$ cat src/rtl/gpio_analog_pkg.sv
package gpio_analog_pkg;

  typedef enum logic [2:0] {
    SEL_PORT  = 3'd0,
    SEL_LATCH = 3'd1,
    SEL_DIR   = 3'd2,
    SEL_ANA   = 3'd3,
    SEL_SLEW  = 3'd4,
    SEL_NONE  = 3'd7
  } regSel_e;

  typedef struct packed {
    logic    wrLatch;
    logic    wrDir;
    logic    wrAnalog;
    logic    wrSlew;
    logic    rdStrobe;
    regSel_e rdSel;
  } gpioStrobe_t;

endpackage

$ cat src/rtl/gpio_analog_ctrl.sv
module gpio_analog_ctrl
  import gpio_analog_pkg::*;
#(
  parameter int ADDR_W = 3
) (
  input  logic [ADDR_W-1:0] busAddr,
  input  logic              busWrEn,
  input  logic              busRdEn,
  output gpioStrobe_t       strobes
);

  localparam logic [ADDR_W-1:0] OFF_PORT  = ADDR_W'(0);
  localparam logic [ADDR_W-1:0] OFF_LATCH = ADDR_W'(1);
  localparam logic [ADDR_W-1:0] OFF_DIR   = ADDR_W'(2);
  localparam logic [ADDR_W-1:0] OFF_ANA   = ADDR_W'(3);
  localparam logic [ADDR_W-1:0] OFF_SLEW  = ADDR_W'(4);

  regSel_e selDecoded;

  always_comb begin
    unique case (busAddr)
      OFF_PORT:  selDecoded = SEL_PORT;
      OFF_LATCH: selDecoded = SEL_LATCH;
      OFF_DIR:   selDecoded = SEL_DIR;
      OFF_ANA:   selDecoded = SEL_ANA;
      OFF_SLEW:  selDecoded = SEL_SLEW;
      default:   selDecoded = SEL_NONE;
    endcase
  end

  always_comb begin
    // the port address and the latch address both feed the output latch
    strobes.wrLatch  = busWrEn && (selDecoded == SEL_PORT || selDecoded == SEL_LATCH);
    strobes.wrDir    = busWrEn && (selDecoded == SEL_DIR);
    strobes.wrAnalog = busWrEn && (selDecoded == SEL_ANA);
    strobes.wrSlew   = busWrEn && (selDecoded == SEL_SLEW);
    strobes.rdStrobe = busRdEn;
    strobes.rdSel    = selDecoded;
  end

endmodule

$ cat src/rtl/gpio_analog_datapath.sv
module gpio_analog_datapath
  import gpio_analog_pkg::*;
#(
  parameter int PIN_COUNT   = 8,
  parameter int SYNC_STAGES = 2
) (
  input  logic                 clk,
  input  logic                 rstN,
  input  gpioStrobe_t          strobes,
  input  logic [PIN_COUNT-1:0] wrData,
  input  logic [PIN_COUNT-1:0] padIn,
  output logic [PIN_COUNT-1:0] rdData,
  output logic [PIN_COUNT-1:0] padOut,
  output logic [PIN_COUNT-1:0] padOe,
  output logic [PIN_COUNT-1:0] padSlowSlew,
  output logic [PIN_COUNT-1:0] analogBits
);

  localparam int LAST_STAGE = SYNC_STAGES - 1;
  localparam logic [PIN_COUNT-1:0] ALL_ONES = {PIN_COUNT{1'b1}};

  logic [PIN_COUNT-1:0] latchQ, dirQ, analogQ, slewQ;
  logic [SYNC_STAGES-1:0][PIN_COUNT-1:0] syncQ;
  logic [PIN_COUNT-1:0] portView, rdNext;

  always_ff @(posedge clk or negedge rstN) begin
    if (!rstN) begin
      latchQ  <= '0;
      dirQ    <= ALL_ONES;
      analogQ <= ALL_ONES;
      slewQ   <= ALL_ONES;
    end else begin
      if (strobes.wrLatch)  latchQ  <= wrData;
      if (strobes.wrDir)    dirQ    <= wrData;
      if (strobes.wrAnalog) analogQ <= wrData;
      if (strobes.wrSlew)   slewQ   <= wrData;
    end
  end

  genvar s;
  generate
    for (s = 0; s < SYNC_STAGES; s++) begin : gSync
      if (s == 0) begin : gFirst
        always_ff @(posedge clk or negedge rstN) begin
          if (!rstN) syncQ[0] <= '0;
          else       syncQ[0] <= padIn;
        end
      end else begin : gNext
        always_ff @(posedge clk or negedge rstN) begin
          if (!rstN) syncQ[s] <= '0;
          else       syncQ[s] <= syncQ[s-1];
        end
      end
    end
  endgenerate

  // an analog-selected pin reads 0; the output path ignores analogQ
  assign portView = syncQ[LAST_STAGE] & ~analogQ;

  always_comb begin
    unique case (strobes.rdSel)
      SEL_PORT:  rdNext = portView;
      SEL_LATCH: rdNext = latchQ;
      SEL_DIR:   rdNext = dirQ;
      SEL_ANA:   rdNext = analogQ;
      SEL_SLEW:  rdNext = slewQ;
      default:   rdNext = '0;
    endcase
  end

  always_ff @(posedge clk or negedge rstN) begin
    if (!rstN)                 rdData <= '0;
    else if (strobes.rdStrobe) rdData <= rdNext;
  end

  assign padOut      = latchQ;
  assign padOe       = ~dirQ;
  assign padSlowSlew = slewQ;
  assign analogBits  = analogQ;

endmodule

$ cat src/rtl/gpio_analog_port.sv
module gpio_analog_port
  import gpio_analog_pkg::*;
#(
  parameter int PIN_COUNT   = 8,
  parameter int ADDR_W      = 3,
  parameter int SYNC_STAGES = 2
) (
  input  logic                 clk,
  input  logic                 rstN,
  input  logic [ADDR_W-1:0]    busAddr,
  input  logic                 busWrEn,
  input  logic [PIN_COUNT-1:0] busWrData,
  input  logic                 busRdEn,
  output logic [PIN_COUNT-1:0] rdData,
  input  logic [PIN_COUNT-1:0] padIn,
  output logic [PIN_COUNT-1:0] padOut,
  output logic [PIN_COUNT-1:0] padOe,
  output logic [PIN_COUNT-1:0] padSlowSlew
);

  gpioStrobe_t          strobes;
  logic [PIN_COUNT-1:0] analogBits;

  gpio_analog_ctrl #(.ADDR_W(ADDR_W)) uCtrl (
    .busAddr (busAddr),
    .busWrEn (busWrEn),
    .busRdEn (busRdEn),
    .strobes (strobes)
  );

  gpio_analog_datapath #(
    .PIN_COUNT  (PIN_COUNT),
    .SYNC_STAGES(SYNC_STAGES)
  ) uData (
    .clk        (clk),
    .rstN       (rstN),
    .strobes    (strobes),
    .wrData     (busWrData),
    .padIn      (padIn),
    .rdData     (rdData),
    .padOut     (padOut),
    .padOe      (padOe),
    .padSlowSlew(padSlowSlew),
    .analogBits (analogBits)
  );

endmodule

$ cat config.mk
export PLATFORM = sky130hd
export DESIGN_NAME = gpio_analog_port
export DESIGN_NICKNAME = d
export VERILOG_FILES = /design/src/rtl/gpio_analog_pkg.sv /design/src/rtl/gpio_analog_ctrl.sv /design/src/rtl/gpio_analog_datapath.sv /design/src/rtl/gpio_analog_port.sv
export SDC_FILE = /design/constraint.sdc
export NUM_CORES = 1
export LEC_CHECK = 0
export CORE_AREA = 2 2 76 78
export DETAILED_ROUTE_END_ITERATION = 8
export DIE_AREA = 0 0 78 80
export PLACE_DENSITY_LB_ADDON = 0.3
export SYNTH_ARGS = -nofsm -noshare
export SYNTH_HDL_FRONTEND = slang
export SYNTH_SLANG_ARGS = --single-unit
$ cat constraint.sdc
create_clock -name clk -period 1.8 [get_ports clk]
set_clock_uncertainty 0.2 [all_clocks]
set_input_delay 0.36 -clock clk [delete_from_list [all_inputs] [get_ports clk]]
set_output_delay 0.36 -clock clk [all_outputs]
set_load 0.02 [all_outputs]
==> impl_metrics.toml, run 1 <==
[run_status]
status = "finished, final reports clean"

[drt]
wirelength_mm = 5.71
dr.pass1.iters = 4
drtIter0Drc = 114
antenna_left = 0
wl_per_cell_um = 16.2
drc = 0
vias_per_cell = 5.36
vias = 1885

[power]
power_density_mw_per_mm2 = 929
peakVddDrop_mv = 0.456
p_leak_nw = 1.46
power_mw = 3.14

[global_routing]
grt_max_degree = 57
use_met1_pct = 25.4
grt_pass1_vias = 1892
grt_busiest_layer = "met2"
gr-usage-met2_pct = 32.8
grt_usage_pct = 19.6
overflow = 0
antenna_found_initial = 0
gr-usage-met3_pct = 4.30
grt_pass1_wl_mm = 9.31

[setup_path]
worstPathCellList = "clkdlybuf4s50_1 -> nor3b_2 -> and2_4 -> buf_4 -> mux2_2"
criticalPathCategory = "in2reg"
critPathMaxStageDelay_ns = 0.53
cp.required_ns = 1.84
crit_slowest_cell = "clkdlybuf4s50_1"
end_kind = "flop"
setup.worst_path.start_class = "input port"
arrival_ns = 1.80
worstPathMaxFanout = 3

[layout]
final_cell_count_no_fill = 352
area_delta_synth_final_pct = 38.3
nets = 302
design_area_mm2 = 0.00339
fillers = 454
drive_gt1_share_pct = 37.9
diodes = 0

[die]
coreArea_mm2 = 0.00541
start_util_pct = 45.3
die_y_um = 80
die_w_um = 78
num_io_pins = 55
rows = 27
die_area_mm2 = 0.00624

[sta]
slew_headroom_pct = 76.1
finalHoldViolCount = 0
fin_crit_sh_pct = 98.1
hold-worst-slack_ns = 0.156
min_period_ns = 1.77
drv_slew = 0
tightestPinTransition_ns = 0.357
fin_tns_setup_ns = 0
setup_viol = 0
clock.fmax_ghz = 0.566

[logic_synthesis]
synth_top_area_share_pct = 32.7
yosys-top-cells-area = "dfrtp_1 (33%), dfstp_2 (26%), mux2_2 (12%)"
synthCells = 193
yosys_warnings = 0
synth-async-reset-ratio_pct = 100
synth-edff-count = 0
synth_cell_types = 32
yosys_most_used_dff = "dfrtp_1"
synthTopCellsByCount = "dfrtp_1 (32), mux2_2 (27), dfstp_2 (24)"
synth.avg_cell_area_um2 = 12.7
synth_seq_area_share_pct = 58.5
synth_top_area_cell = "dfrtp_1"
yosysMostFrequentCell = "dfrtp_1"
syn_area_mm2 = 0.00245
synth-seq-cells = 56
syn_nets = 216

[cts]
cts_root_buf = "clkbuf_8"
clkTransAtPathRegs_ns = 0.09
cts-buffers-inserted = 5
cts.sinks = 56
cts_tree = "yes"
h-tree-depth = 2
cts.path.max_buffers = 2
clkLatencyLatePin_ns = 0.31

[placement]
io_buffers = 54
gp_congestion = 0.817
dp.final_hpwl_mm = 4.12
dpl_cell_area_mm2 = 0.00326
placed_cells = 338

[min_path]
min_path_type = "reg2reg"

[job]
maxCapViolCount = 0
## worst max-delay path: cells and delay by family
family                 cells  cell delay, ns
buffers and inverters      2            0.67
AND/OR/NAND/NOR            2            0.44
multiplexers               1            0.33
## registers in the layout, summed over array words and instances, names as in the netlist
signal and flops:
uData.dirQ 8, uData.analogBits 8, uData.rdData 8, uData.syncQ 16
uData.padOut 8, uData.padSlowSlew 8
## cells in the final DEF, fill, tap and decap left out, types with 2 or more instances in the layout
cell type,n
o221ai_1,2
buf_6,2
a21boi_0,3
clkbuf_8,5
or3b_1,3
nor2_1,4
nand3_1,11
o211ai_1,2
buf_4,35
a221o_1,2
nand2b_1,4
o21ai_0,8
a31oi_1,7
nand2_1,3
clkdlybuf4s50_1,19
or4b_1,3
dfrtp_1,32
clkbuf_2,2
a32oi_1,5
a21o_1,3
nor3b_2,2
dfstp_2,24
dlygate4sd2_1,24
a21oi_1,2
mux2_2,27
clkdlybuf4s15_1,8
nor4bb_1,9
nor2b_1,3
inv_1,10
## where the power goes
part / switching [mW] / internal, mW
clock network: 0.393 / 0.277
registers: 0.126 / 1.53
logic: 0.417 / 0.398
total: 0.937 / 2.21
## layer usage
metal | wire (µm) | vias up
li1 | - | 874
met1 | 2500 | 930
met2 | 2770 | 72
met3 | 376 | 9
met4 | 61 | 0
met5 | 0 | -
## cells by family (layout without fill, tap and decap cells)
family | Yosys count | count (layout) | synth area share, %
buffers and inverters | 24 | 111 | 4.65
multiplexers | 27 | 27 | 12.4
AO/OA/AOI/OAI | 38 | 38 | 10.8
flip-flops | 56 | 56 | 58.5
AND/OR/NAND/NOR | 48 | 48 | 13.6
## path summary, 6_finish.rpt
check | from | end | slack (ns) | cells past startpoint
max in group asynchronous | rstN | uData.dirQ[2]$_DFFE_PN1P_ | 0.73 | 3
max reg2reg | uData.analogBits[7]$_DFFE_PN1P_ | uData.rdData[7]$_DFFE_PN0P_ | 0.32 | 3
min | uData.syncQ[1]$_DFF_PN0_ | uData.syncQ[9]$_DFF_PN0_ | 0.16 | 0
max | busAddr[2] | uData.padSlowSlew[2]$_DFFE_PN1P_ | 0.03 | 5
min in group asynchronous | rstN | uData.syncQ[0]$_DFF_PN0_ | 0.37 | 3
min reg2reg | uData.syncQ[1]$_DFF_PN0_ | uData.syncQ[9]$_DFF_PN0_ | 0.16 | 0
## metrics by stage
step / util [%] / worst slack [ns]
floorplan: - / 0.169
global placement: 60.3 / -0.394
detailed placement: 60.3 / -0.403
CTS: 61.7 / 0.00867
global route: 62.6 / -0.00154
finish: 62.6 / 0.0345
## cell type report
cell class | count | area [µm²] | share of cell area (%)
Sequential cell | 56 | 1430 | 42.3
Clock buffer | 6 | 72.6 | 2.14
Tap cell | 72 | 90.1 | 2.66
Clock inverter | 2 | 16.3 | 0.480
Timing Repair Buffer | 93 | 811 | 23.9
Multi-Input combinational cell | 113 | 927 | 27.4
Inverter | 10 | 37.5 | 1.11
## repair_timing
| action | 4_1_cts | 5_1_grt |
|---|---|---|
| cloned | 0 | 0 |
| hold endpoints to repair | 32 | 0 |
| hold buffers | 1 | 0 |
| endpoints found under the setup margin | 56 | 23 |
| pin swaps | 0 | 0 |
| setup buffers | 0 | 5 |
| gates resized for setup | 41 | 14 |
(Power assumes the default switching activity.)
==> inputs of run 2 (changes only) <==
- ABC_CLOCK_PERIOD_IN_PS: default -> 1800
- CAP_MARGIN: default -> 20
- CORE_AREA: 2 2 76 78 -> 2 2 75 77
- DIE_AREA: 0 0 78 80 -> 0 0 77 79
- SYNTH_HIERARCHICAL: default -> 1
==> impl_metrics.toml, run 2 <==
[layout]
top_register = "uData/syncQ"
design_area_mm2 = 0.00335
largest_reg_flops = 16
mostFrequentLayoutCells = "dfrtp_1 (32), mux2_2 (24), dfstp_2 (24)"
area_delta_synth_final_pct = 37.7
drive_gt1_share_pct = 34.1
nets = 292
layout_commonest_cell = "dfrtp_1"
diodes = 0

[global_routing]
grt_max_degree = 35
grt_pass1_wl_mm = 8.80
antenna_found_initial = 0
gr-usage-met3_pct = 4.09
grt_usage_pct = 18.7
grt_busiest_layer = "met2"
grt_pass1_vias = 1714
use_met1_pct = 25.3
overflow = 0
gr-usage-met2_pct = 31.1

[placement]
io_buffers = 54
pre_cts_ws_ns = -0.602
dp.final_hpwl_mm = 3.64
dpl_cell_area_mm2 = 0.00317
gp_congestion = 0.783

[drt]
drc = 0
wl_per_cell_um = 16.3
antenna_left = 0
vias = 1808
drtIter0Drc = 87
dr.pass1.iters = 4
vias_per_cell = 5.29
wirelength_mm = 5.58

[logic_synthesis]
synthTopCellsByCount = "dfrtp_1 (32), dfstp_2 (24), mux2_2 (24)"
synth_seq_area_share_pct = 58.8
yosys_warnings = 6
yosys_most_used_dff = "dfrtp_1"
syn_nets = 221
syn_area_mm2 = 0.00243
synth.avg_cell_area_um2 = 12.3
synth_cell_types = 26
synth-edff-count = 0
synth-async-reset-ratio_pct = 100
synth_top_area_cell = "dfrtp_1"
yosysMostFrequentCell = "dfrtp_1"
synthCells = 198
synth_top_area_share_pct = 32.9
synth-seq-cells = 56
yosys-top-cells-area = "dfrtp_1 (33%), dfstp_2 (26%), mux2_2 (11%)"

[sta]
drv_slew = 0
setup_viol = 0
rsz0062_at_grt = "no"
min_period_ns = 1.75
fin_crit_sh_pct = 97.4
slew_headroom_pct = 74.9
setup_slack_ns = 0.0461
finalHoldViolCount = 0
hold-worst-slack_ns = 0.156
clock.fmax_ghz = 0.570
fin_tns_setup_ns = 0
tightestPinTransition_ns = 0.377

[cts]
cts-buffers-inserted = 5
cts.sinks = 56
clkLatencyLatePin_ns = 0.30
cts_root_buf = "clkbuf_8"
h-tree-depth = 2
cts.path.max_buffers = 2
cts_tree = "yes"
clkTransAtPathRegs_ns = 0.10

[power]
comb_power_share_pct = 24.4
power_switching_mw = 0.936
power_density_mw_per_mm2 = 990
p_seq_share_pct = 49.9
switching_share_pct = 28.2
internal-power_mw = 2.38
p_leak_nw = 1.42
peakVddDrop_mv = 0.689
clkPwrFrac_pct = 25.7
power_mw = 3.32

[die]
rows = 27
die_area_mm2 = 0.00608
coreArea_mm2 = 0.00534
die_w_um = 77
die_y_um = 79
num_io_pins = 55
start_util_pct = 45.6

[setup_path]
reg2reg_slack_ns = 0.23
worstPathMaxFanout = 3
r2r_cells = 3
critPathMaxStageDelay_ns = 0.56
criticalPathCategory = "reg2out"
worstPathCellList = "dlygate4sd2_1"
crit_slowest_cell = "dfstp_2"
setup.worst_path.start_class = "flop"
worstReg2RegStart = "uData/analogBits[0]$_DFFE_PN1P_"
cp.required_ns = 1.24
critPathLaunch = "uData/padSlowSlew[6]$_DFFE_PN1P_"
worst-path-buf-inv = 1
end_kind = "primary output"
arrival_ns = 1.19
r2r-end = "uData/rdData[0]$_DFFE_PN0P_"
worst_path_dominant_cell_family = "flip-flops"

[job]
maxCapViolCount = 0

[min_path]
hold_depth = 0
min_to = "uData/syncQ[8]$_DFF_PN0_"
min_from = "uData/syncQ[0]$_DFF_PN0_"
min_path_type = "reg2reg"

[run_status]
status = "finished, final reports clean"
## run 2: cell families after synthesis
kind of cell | synth area share, %
buf+inv | 4.52
compound gates | 12.2
mux | 11.1
flops | 58.8
simple gates | 13.4
## run 2: worst max-delay path by stage
| stage | to | slack, ns | cells after the start |
|---|---|---|---|
| after global routing | padOe[2] | 0.006 | 2 |
| after detailed placement | uData/rdData[4]$_DFFE_PN0P_ | -0.60 | 6 |
| after CTS | uData/rdData[4]$_DFFE_PN0P_ | 0.008 | 6 |
| final | padSlowSlew[6] | 0.05 | 1 |
| after floorplan | uData/rdData[1]$_DFFE_PN0P_ | 0.05 | 5 |
| after global placement | uData/rdData[3]$_DFFE_PN0P_ | -0.53 | 6 |
## run 2: layout make-up
class | instances | area [µm²]
fill | 485 | 1990
timing repair buffer | 78 | 761
clock buffer | 6 | 82.6
inverter | 8 | 30.0
tap | 72 | 90.1
sequential | 56 | 1430
clock inverter | 2 | 38.8
multi-input combinational | 120 | 918
## run 2: power groups by stage
| stage | clock network, mW | registers [mW] | logic [mW] |
|---|---|---|---|
| after detailed placement | 0 | 1.68 | 0.867 |
| after global routing | 0.914 | 1.69 | 0.870 |
| after floorplan | 0 | 1.76 | 0.338 |
| final | 0.854 | 1.66 | 0.810 |
| after CTS | 0.872 | 1.66 | 0.791 |
| after global placement | 0 | 1.68 | 0.851 |
## run 2: metal layers
layer	wire length [µm]	part of all wire [%]
met3	248	4.4
met4	34	0.61
met1	2470	44
met5	0	0
met2	2830	51
## run 2: timing repair
action	CTS	global route
hold buffers	1	0
endpoints found under the hold margin	27	0
gates cloned	1	1
setup buffers	3	2
pin swaps	1	4
gates resized for setup	42	16
endpoints found under the setup margin	56	21
## run 2: stage by stage
stage | utilization, % | cells
floorplan | - | 198
global placement | 59.4 | 326
detailed placement | 59.4 | 326
CTS | 62.0 | 339
global route | 62.8 | 342
finish | 62.8 | 342
